==> config.mk <==
export PLATFORM = sky130hd
export DESIGN_NAME = spi_sclk_div
export DESIGN_NICKNAME = d
export VERILOG_FILES = /design/src/rtl/spi_sclk_pkg.sv /design/src/rtl/sclk_cfg_stage.sv /design/src/rtl/sclk_half_timer.sv /design/src/rtl/sclk_edge_gen.sv /design/src/rtl/spi_sclk_div.sv
export SDC_FILE = /design/constraint.sdc
export NUM_CORES = 1
export LEC_CHECK = 0
export BUFFER_PORTS_ARGS = -buffer_cell sky130_fd_sc_hd__buf_2
export CORE_AREA = 3 3 81 83
export CTS_CLUSTER_DIAMETER = 50
export DETAILED_ROUTE_END_ITERATION = 7
export DIE_AREA = 0 0 84 86
export PLACE_DENSITY = 0.69
export SYNTH_ARGS = -nofsm -noshare
export SYNTH_HDL_FRONTEND = slang
export SYNTH_SLANG_ARGS = --single-unit
==> constraint.sdc <==
create_clock -name clk -period 5.51 [get_ports clk]
set_input_delay 0.2755 -clock clk [delete_from_list [all_inputs] [get_ports clk]]
set_output_delay 0.2755 -clock clk [all_outputs]
set_load 0.02 [all_outputs]
==> src/rtl/spi_sclk_pkg.sv <==
// Package: shared types for the serial clock divider.
// Assumes nothing beyond a single clock domain.
package spi_sclk_pkg;

    // Division law selected by the top bit of the control word
    typedef enum logic {
        DIV_POW2 = 1'b0,
        DIV_LIN  = 1'b1
    } div_law_e;

endpackage

==> src/rtl/sclk_cfg_stage.sv <==
// Module: sclk_cfg_stage
// Holds the written control word and decodes it into a half-period length.
// The decoded length and the idle level move into the active registers only
// while the transfer enable is low, so a running clock never changes rate.
// Assumes the caller keeps the enable high for the whole of a transfer.
module sclk_cfg_stage
    import spi_sclk_pkg::*;
#(
    parameter int LIN_W  = 8,
    parameter int EXP_W  = 4,
    parameter int CW     = 1 + EXP_W + LIN_W,
    parameter int HALF_W = 15
) (
    input  logic              clk,
    input  logic              rst_n,
    input  logic              wr_i,
    input  logic [CW-1:0]     wdata_i,
    input  logic              run_i,
    input  logic              pol_i,
    output logic [HALF_W-1:0] act_half_o,
    output logic              act_pol_o
);

    localparam int SEL_POS = CW - 1;

    logic [CW-1:0]     staged_q;
    logic [HALF_W-1:0] next_half;
    div_law_e          law;
    logic [EXP_W-1:0]  exp_f;
    logic [LIN_W-1:0]  lin_f;

    // Staging register: captures any write, at any time
    always_ff @(posedge clk) begin
        if (!rst_n) staged_q <= '0;
        else if (wr_i) staged_q <= wdata_i;
    end

    // Field split of the staged word
    always_comb begin
        law   = div_law_e'(staged_q[SEL_POS]);
        exp_f = staged_q[SEL_POS-1:LIN_W];
        lin_f = staged_q[LIN_W-1:0];
    end

    // Half-period decode for both laws
    always_comb begin
        if (law == DIV_LIN) begin
            next_half = HALF_W'(lin_f) + HALF_W'(1);
        end else if (exp_f == '0) begin
            next_half = HALF_W'(1);
        end else begin
            next_half = HALF_W'(1) << (exp_f - EXP_W'(1));
        end
    end

    // Active setting: reloaded only while the divider is idle
    always_ff @(posedge clk) begin
        if (!rst_n) begin
            act_half_o <= HALF_W'(1);
            act_pol_o  <= 1'b0;
        end else if (!run_i) begin
            act_half_o <= next_half;
            act_pol_o  <= pol_i;
        end
    end

endmodule

==> src/rtl/sclk_half_timer.sv <==
// Module: sclk_half_timer
// Counts module cycles within the current half period and raises tick_o
// on the last cycle of each half. The count is held at zero while idle.
// Assumes half_i is at least 1 and stays constant while run_i is high.
module sclk_half_timer #(
    parameter int HALF_W = 15
) (
    input  logic              clk,
    input  logic              rst_n,
    input  logic              run_i,
    input  logic [HALF_W-1:0] half_i,
    output logic              tick_o,
    output logic [HALF_W-1:0] cnt_o
);

    logic [HALF_W-1:0] cnt_q;

    // Last cycle of the current half period
    always_comb tick_o = run_i && (cnt_q == half_i - HALF_W'(1));

    // Cycle counter within a half period
    always_ff @(posedge clk) begin
        if (!rst_n || !run_i) cnt_q <= '0;
        else if (tick_o)      cnt_q <= '0;
        else                  cnt_q <= cnt_q + HALF_W'(1);
    end

    assign cnt_o = cnt_q;

endmodule

==> src/rtl/sclk_edge_gen.sv <==
// Module: sclk_edge_gen
// Toggles the serial clock on each tick and marks each toggle with the
// strobe that matches its direction relative to the idle level.
// Assumes tick_i is only ever high while run_i is high.
module sclk_edge_gen (
    input  logic clk,
    input  logic rst_n,
    input  logic run_i,
    input  logic tick_i,
    input  logic act_pol_i,
    input  logic idle_pol_i,
    output logic sclk_o,
    output logic sample_o,
    output logic shift_o
);

    logic sclk_q;
    logic sample_q;
    logic shift_q;

    // Serial clock level and its edge strobes
    always_ff @(posedge clk) begin
        if (!rst_n) begin
            sclk_q   <= 1'b0;
            sample_q <= 1'b0;
            shift_q  <= 1'b0;
        end else if (!run_i) begin
            sclk_q   <= idle_pol_i;
            sample_q <= 1'b0;
            shift_q  <= 1'b0;
        end else if (tick_i) begin
            sclk_q   <= ~sclk_q;
            sample_q <= (sclk_q == act_pol_i);
            shift_q  <= (sclk_q != act_pol_i);
        end else begin
            sample_q <= 1'b0;
            shift_q  <= 1'b0;
        end
    end

    assign sclk_o   = sclk_q;
    assign sample_o = sample_q;
    assign shift_o  = shift_q;

endmodule

==> src/rtl/spi_sclk_div.sv <==
// Module: spi_sclk_div (top)
// Serial clock divider with a linear and a power-of-two law chosen by one
// control bit. Connects the configuration stage, the half-period timer and
// the edge generator. Assumes a single module clock domain.
module spi_sclk_div #(
    parameter int LIN_W = 8,
    parameter int EXP_W = 4
) (
    input  logic                     clk,
    input  logic                     rst_n,
    input  logic                     cfg_wr_i,
    input  logic [EXP_W+LIN_W:0]     cfg_wdata_i,
    input  logic                     idle_pol_i,
    input  logic                     xfer_en_i,
    output logic                     sclk_o,
    output logic                     sample_stb_o,
    output logic                     shift_stb_o
);

    localparam int CW      = 1 + EXP_W + LIN_W;
    localparam int POW_MAX = (1 << EXP_W) - 1;
    localparam int HALF_W  = (POW_MAX > LIN_W + 1) ? POW_MAX : LIN_W + 1;

    logic [HALF_W-1:0] act_half;
    logic              act_pol;
    logic              tick;
    logic [HALF_W-1:0] cnt;

    sclk_cfg_stage #(
        .LIN_W (LIN_W),
        .EXP_W (EXP_W),
        .CW    (CW),
        .HALF_W(HALF_W)
    ) cfg_i (
        .clk       (clk),
        .rst_n     (rst_n),
        .wr_i      (cfg_wr_i),
        .wdata_i   (cfg_wdata_i),
        .run_i     (xfer_en_i),
        .pol_i     (idle_pol_i),
        .act_half_o(act_half),
        .act_pol_o (act_pol)
    );

    sclk_half_timer #(
        .HALF_W(HALF_W)
    ) tmr_i (
        .clk   (clk),
        .rst_n (rst_n),
        .run_i (xfer_en_i),
        .half_i(act_half),
        .tick_o(tick),
        .cnt_o (cnt)
    );

    sclk_edge_gen edge_i (
        .clk       (clk),
        .rst_n     (rst_n),
        .run_i     (xfer_en_i),
        .tick_i    (tick),
        .act_pol_i (act_pol),
        .idle_pol_i(idle_pol_i),
        .sclk_o    (sclk_o),
        .sample_o  (sample_stb_o),
        .shift_o   (shift_stb_o)
    );

endmodule

Word-level counts from Yosys, hierarchy flattened
Index checks and enable logic that the tools add are counted.

word-level totals
  flip-flop bits (word level) = 47
  bits of input ports = 18
  output and inout port bits = 3
  logic and storage cells = 28

operators by class
  add/sub/neg operators = 4
  eq/ne operators = 4
  shifts and indexed selects = 1
  muxes and demuxes = 4
  bitwise logic cells = 1
  reductions and logical operators = 7

operators by type and width
  operator                 number
  $mux W15                 2
  $add A15 B1 Y15 const B  1
  $eq A15 B15 Y1           1
  $shl A1 B4 Y15 const A   1
  $sub A15 B1 Y15 const B  1
  $add A8 B1 Y9 const B    1
  $logic_not A4 Y1         1
  $sub A4 B1 Y4 const B    1
  $reduce_and A3 Y1        1
  $logic_not A1 Y1         2
  $mux W1                  2
  $ne A2 B1 Y1 const B     1
  $reduce_or A2 Y1         1
  $eq A1 B1 Y1             1
  $logic_and A1 B1 Y1      1
  $logic_or A1 B1 Y1       1
  $ne A1 B1 Y1             1
  $not A1 Y1               1

Logic depth before layout (Yosys ltp)
  depth in word-level cells = 5
  depth in mapped cells = 10

Hierarchy
Synthesis repeated with hierarchy kept, for this count alone.

unflattened totals
  cells, all modules = 288
  area, all modules = 2561.2 um^2

by module, submodules not included
  module           times used  cells an instance  area an instance (um^2)  sequential area each (um^2)
  sclk_cfg_stage   1           136                1285.0                   580.6
  sclk_half_timer  1           142                1171.1                   300.3
  sclk_edge_gen    1           10                 105.1                    60.1

Least setup slack after synthesis
No wires, ideal clock.

  path kind = reg2reg
  start = register cfg_i.act_half_o[0]
  end = register edge_i.sclk_q, in the netlist edge_i.sclk_o
  data arrival time = 2.456 ns
  setup slack = 2.926 ns
  cell stages (with the launch flop) = 10
  buffers on the path = 1
  clock period less this slack = 2.584 ns
  path through = dfxtp_1 inv_1 ha_1 clkbuf_1 nor2b_1 nand4_1 xnor2_1 or4_1 o211a_1 or3b_1

on the way
  cells in the longest elaborated chain, start to end = 4

ends and longest elaborated chain
  what                    line                   RTL
  from (decl)             sclk_cfg_stage.sv:20   output logic [HALF_W-1:0] act_half_o,
  from (signal assigned)  sclk_cfg_stage.sv:62   act_half_o <= next_half;
  $sub A15 B1 Y15         sclk_half_timer.sv:19  always_comb tick_o = run_i && (cnt_q == half_i - HALF_W'(1));
  $eq A15 B15 Y1          sclk_half_timer.sv:19
  $logic_and A1 B1 Y1     sclk_half_timer.sv:19
  $ne A2 B1 Y1 (no line)  --
  to (signal assigned)    sclk_edge_gen.sv:28    sclk_q <= idle_pol_i;
  to (signal assigned)    sclk_edge_gen.sv:32    sclk_q <= ~sclk_q;
  to (decl)               sclk_edge_gen.sv:17    logic sclk_q;

Every way passes these cells.
A chain may end at the register's enable or synchronous reset.

Worst setup path in the final report
  start = register cfg_i.act_half_o[2]
  end = register tmr_i.cnt_q[5], in the netlist tmr_i.cnt_o[5]

on the way
  cells in the longest elaborated chain, start to end = 4

ends and longest elaborated chain
  what                        line                   RTL
  $sub A15 B1 Y15             sclk_half_timer.sv:19
  $eq A15 B15 Y1              sclk_half_timer.sv:19
  $logic_and A1 B1 Y1         sclk_half_timer.sv:19
  $reduce_or A2 Y1 (no line)  --
  to (signal assigned)        sclk_half_timer.sv:25  else cnt_q <= cnt_q + HALF_W'(1);
  to (decl)                   sclk_half_timer.sv:16  logic [HALF_W-1:0] cnt_q;

Every way passes these cells.

==> metrics.yaml <==
outcome: "complete, no violations"
crit_chain: "nor4_4, a22oi_2, or4_1, a2111o_1, o31ai_4, nor2_1"
multi_input_area_um2: 1550
cts_tree: "built"
seq_area_um2: 941
initial_core_util_pct: 43.9
synth_area_leaders: "dfxtp_1 36%, xnor2_1 8.1%, mux2i_1 5.8%"
setup_viol: 0
cts_sinks: 47
peakVddDrop_mv: 0.138
dp_hpwl_mm: 3.75
h-tree-depth: 2
grt_pass1_wl_mm: 8.73
fp.coreArea_um2: 5920
fin_cells: 385
clk_latency_ns: 0.30
drt_iter0_drc: 78
clock-root-buffer: "clkbuf_8"
max_cap_violations: 0
cts_resized: 0
p_leak_uw: 0.00109
die_area_um2: 7220
required_ns: 5.67
numPortBuffers: 20
ioPinCount: 21
p_per_area_nw_per_um2: 240
tightest_slew_ns: 0.623
path_class: "flop to flop"
chipWidth_um: 84
maxSlewViolCount: 0
routed_via_density: 5.33
syn_nets: 322
antenna_found_initial: 0
crit_fanout: 15
yosys_warnings: 0
syn2layout_area_growth_pct: 7.94
clockBufferDepth: 2
grt_max_degree: 23
yosysUniqueCellTypes: 51
die_h_um: 86
routed_wl_mm: 4.89
grt_usage_pct: 14.5
fin_nets: 330
fmax_mhz: 351
num-fill-cells: 579
wire_per_inst_um: 12.7
synthCells: 301
min_period_over_period_pct: 51.7
cp.arrival_ns: 3.01
start_kind: "flop"
cpMaxStageDelayCell: "o31ai_4"
drt_first_pass_iters: 4
cp-end-kind: "flop"
cts_buffers: 5
yosysTopAreaCell: "dfxtp_1"
hold_buffers: 0
first_global_vias: 1888
place.gp.congestion: 0.855
dp.cells: 377
fin_setup_tns_ns: 0
skew_ns: 0.00888
max_stage_delay_ns: 0.59
min_path_type: "input pin to flop"
row_count: 28
grt_overflow_total: 0
post-cts-setup-buffers: 0
grt_setup_unrepaired: "false"
drive_gt1_share_pct: 11.3
ant_nets: 0
yosysSeqAreaShare_pct: 36.2
drc_errors: 0
hold_viol: 0
synth_area_um2: 2600
ys_ff_latch: 47
via_count: 2052
antenna_cells: 0
slew-limit-headroom_pct: 58.5
synth_top_area_share_pct: 36.2
post-route-min-period_ns: 2.85
synth_area_per_cell_um2: 8.64
clkSlewWorstSetupHoldPaths_ns: 0.09
## routing by layer
metal	up-vias	track usage (%)	part of all wire [%]
met4	0	3.95	1.1
li1	1081	-	-
met2	27	23.6	46
met5	-	0	0
met1	937	19.6	50
met3	7	2.98	2.7
## stage by stage
stage / utilization, % / setup slack [ns] / total power (uW) / area [um2] / hold slack [ns]
2_1_floorplan: - / 2.93 / 442 / 2600 / 0.442
5_1_grt: 47.4 / 2.41 / 710 / 2810 / 0.235
3_5_place_dp: 45.7 / 2.68 / 464 / 2710 / 0.480
4_1_cts: 47.4 / 2.63 / 683 / 2810 / 0.222
3_3_place_gp: 45.7 / 2.73 / 462 / 2710 / 0.468
6_report: 47.4 / 2.66 / 673 / 2810 / 0.231
## flip-flops by register name, indices dropped and copies added, names as in the netlist
name              flops
cfg_i.act_half_o     15
tmr_i.cnt_o          15
cfg_i.staged_q       13
cfg_i.act_pol_o       1
edge_i.sample_o       1
edge_i.sclk_o         1
edge_i.shift_o        1
## cell type report
type / count / share of cell area (%)
clock inverters: 2 / 0.580
well taps: 75 / 3.34
inverters: 7 / 0.936
multi-input cells: 228 / 55.1
clock buffers: 6 / 2.94
repair buffers: 20 / 3.57
flip-flops and latches: 47 / 33.5
## placed cells by master, fill, tap and decap left out, types with 9 or more instances in the layout
cell / Yosys / layout
nor2b_1: 18 / 18
a21oi_1: 9 / 9
nand3_1: 11 / 11
xor2_1: 13 / 13
xnor2_1: 24 / 24
mux2i_1: 15 / 15
nor3_1: 13 / 13
buf_2: 0 / 20
nand2_1: 15 / 15
dfxtp_1: 47 / 47
nor2_1: 31 / 31
## worst max-delay path: cells and delay by family (launching register included)
kind	cells	cell delay, ns
AO/OA/AOI/OAI	3	1.11
AND/OR/NAND/NOR	3	1.21
flip-flops	1	0.41
## report_power, final
| part | total, uW | leakage (uW) | internal, uW | switching, uW |
|---|---|---|---|---|
| sequential | 368 | 0.000383 | 350 | 17.3 |
| clock | 218 | 0.0000474 | 102 | 115 |
| combinational | 87.3 | 0.000656 | 40.2 | 47.1 |
| total | 673 | 0.00109 | 493 | 179 |
## worst paths after layout
check        cells after the start  slack (ns)                  from                   end
max                              6        2.66   cfg_i.act_half_o[2]        tmr_i.cnt_o[5]
min                              3        0.23        cfg_wdata_i[4]     cfg_i.staged_q[4]
max reg2reg                      6        2.66   cfg_i.act_half_o[2]        tmr_i.cnt_o[5]
min reg2reg                      2        0.49  cfg_i.act_half_o[14]  cfg_i.act_half_o[14]
## cell usage after synthesis (all sizes together)
library cell,number
dfxtp,47
nor2,31
xnor2,24
nor2b,18
clkbuf,15
mux2i,15
nand2,15
nor3,13
xor2,13
nand3,11
a21oi,9
and3,7
inv,7
nor4,7
o21ai,7
nand4,6
a211oi,4
and2,4
buf,4
nand2b,4
or4,4
ha,3
o31ai,3
a22o,2
a22oi,2
a32o,2
a32oi,2
and3b,2
and4,2
nor3b,2
o211ai,2
o22ai,2
a2111o,1
a211o,1
a31o,1
a31oi,1
a41oi,1
and4bb,1
nand3b,1
o211a,1
o21bai,1
o2bb2ai,1
or3,1
or3b,1
## cell families after synthesis
group | after synthesis | share of synthesized area [%]
AOI/OAI and AO/OA | 43 | 12.3
xor gates and xnor gates | 37 | 12.5
adders and majority gates | 3 | 1.44
buffers and inverters | 26 | 4.33
DFF | 47 | 36.2
muxes | 15 | 5.77
and+or+nand+nor | 130 | 27.5
No activity file was read; power rests on OpenSTA's default activity.
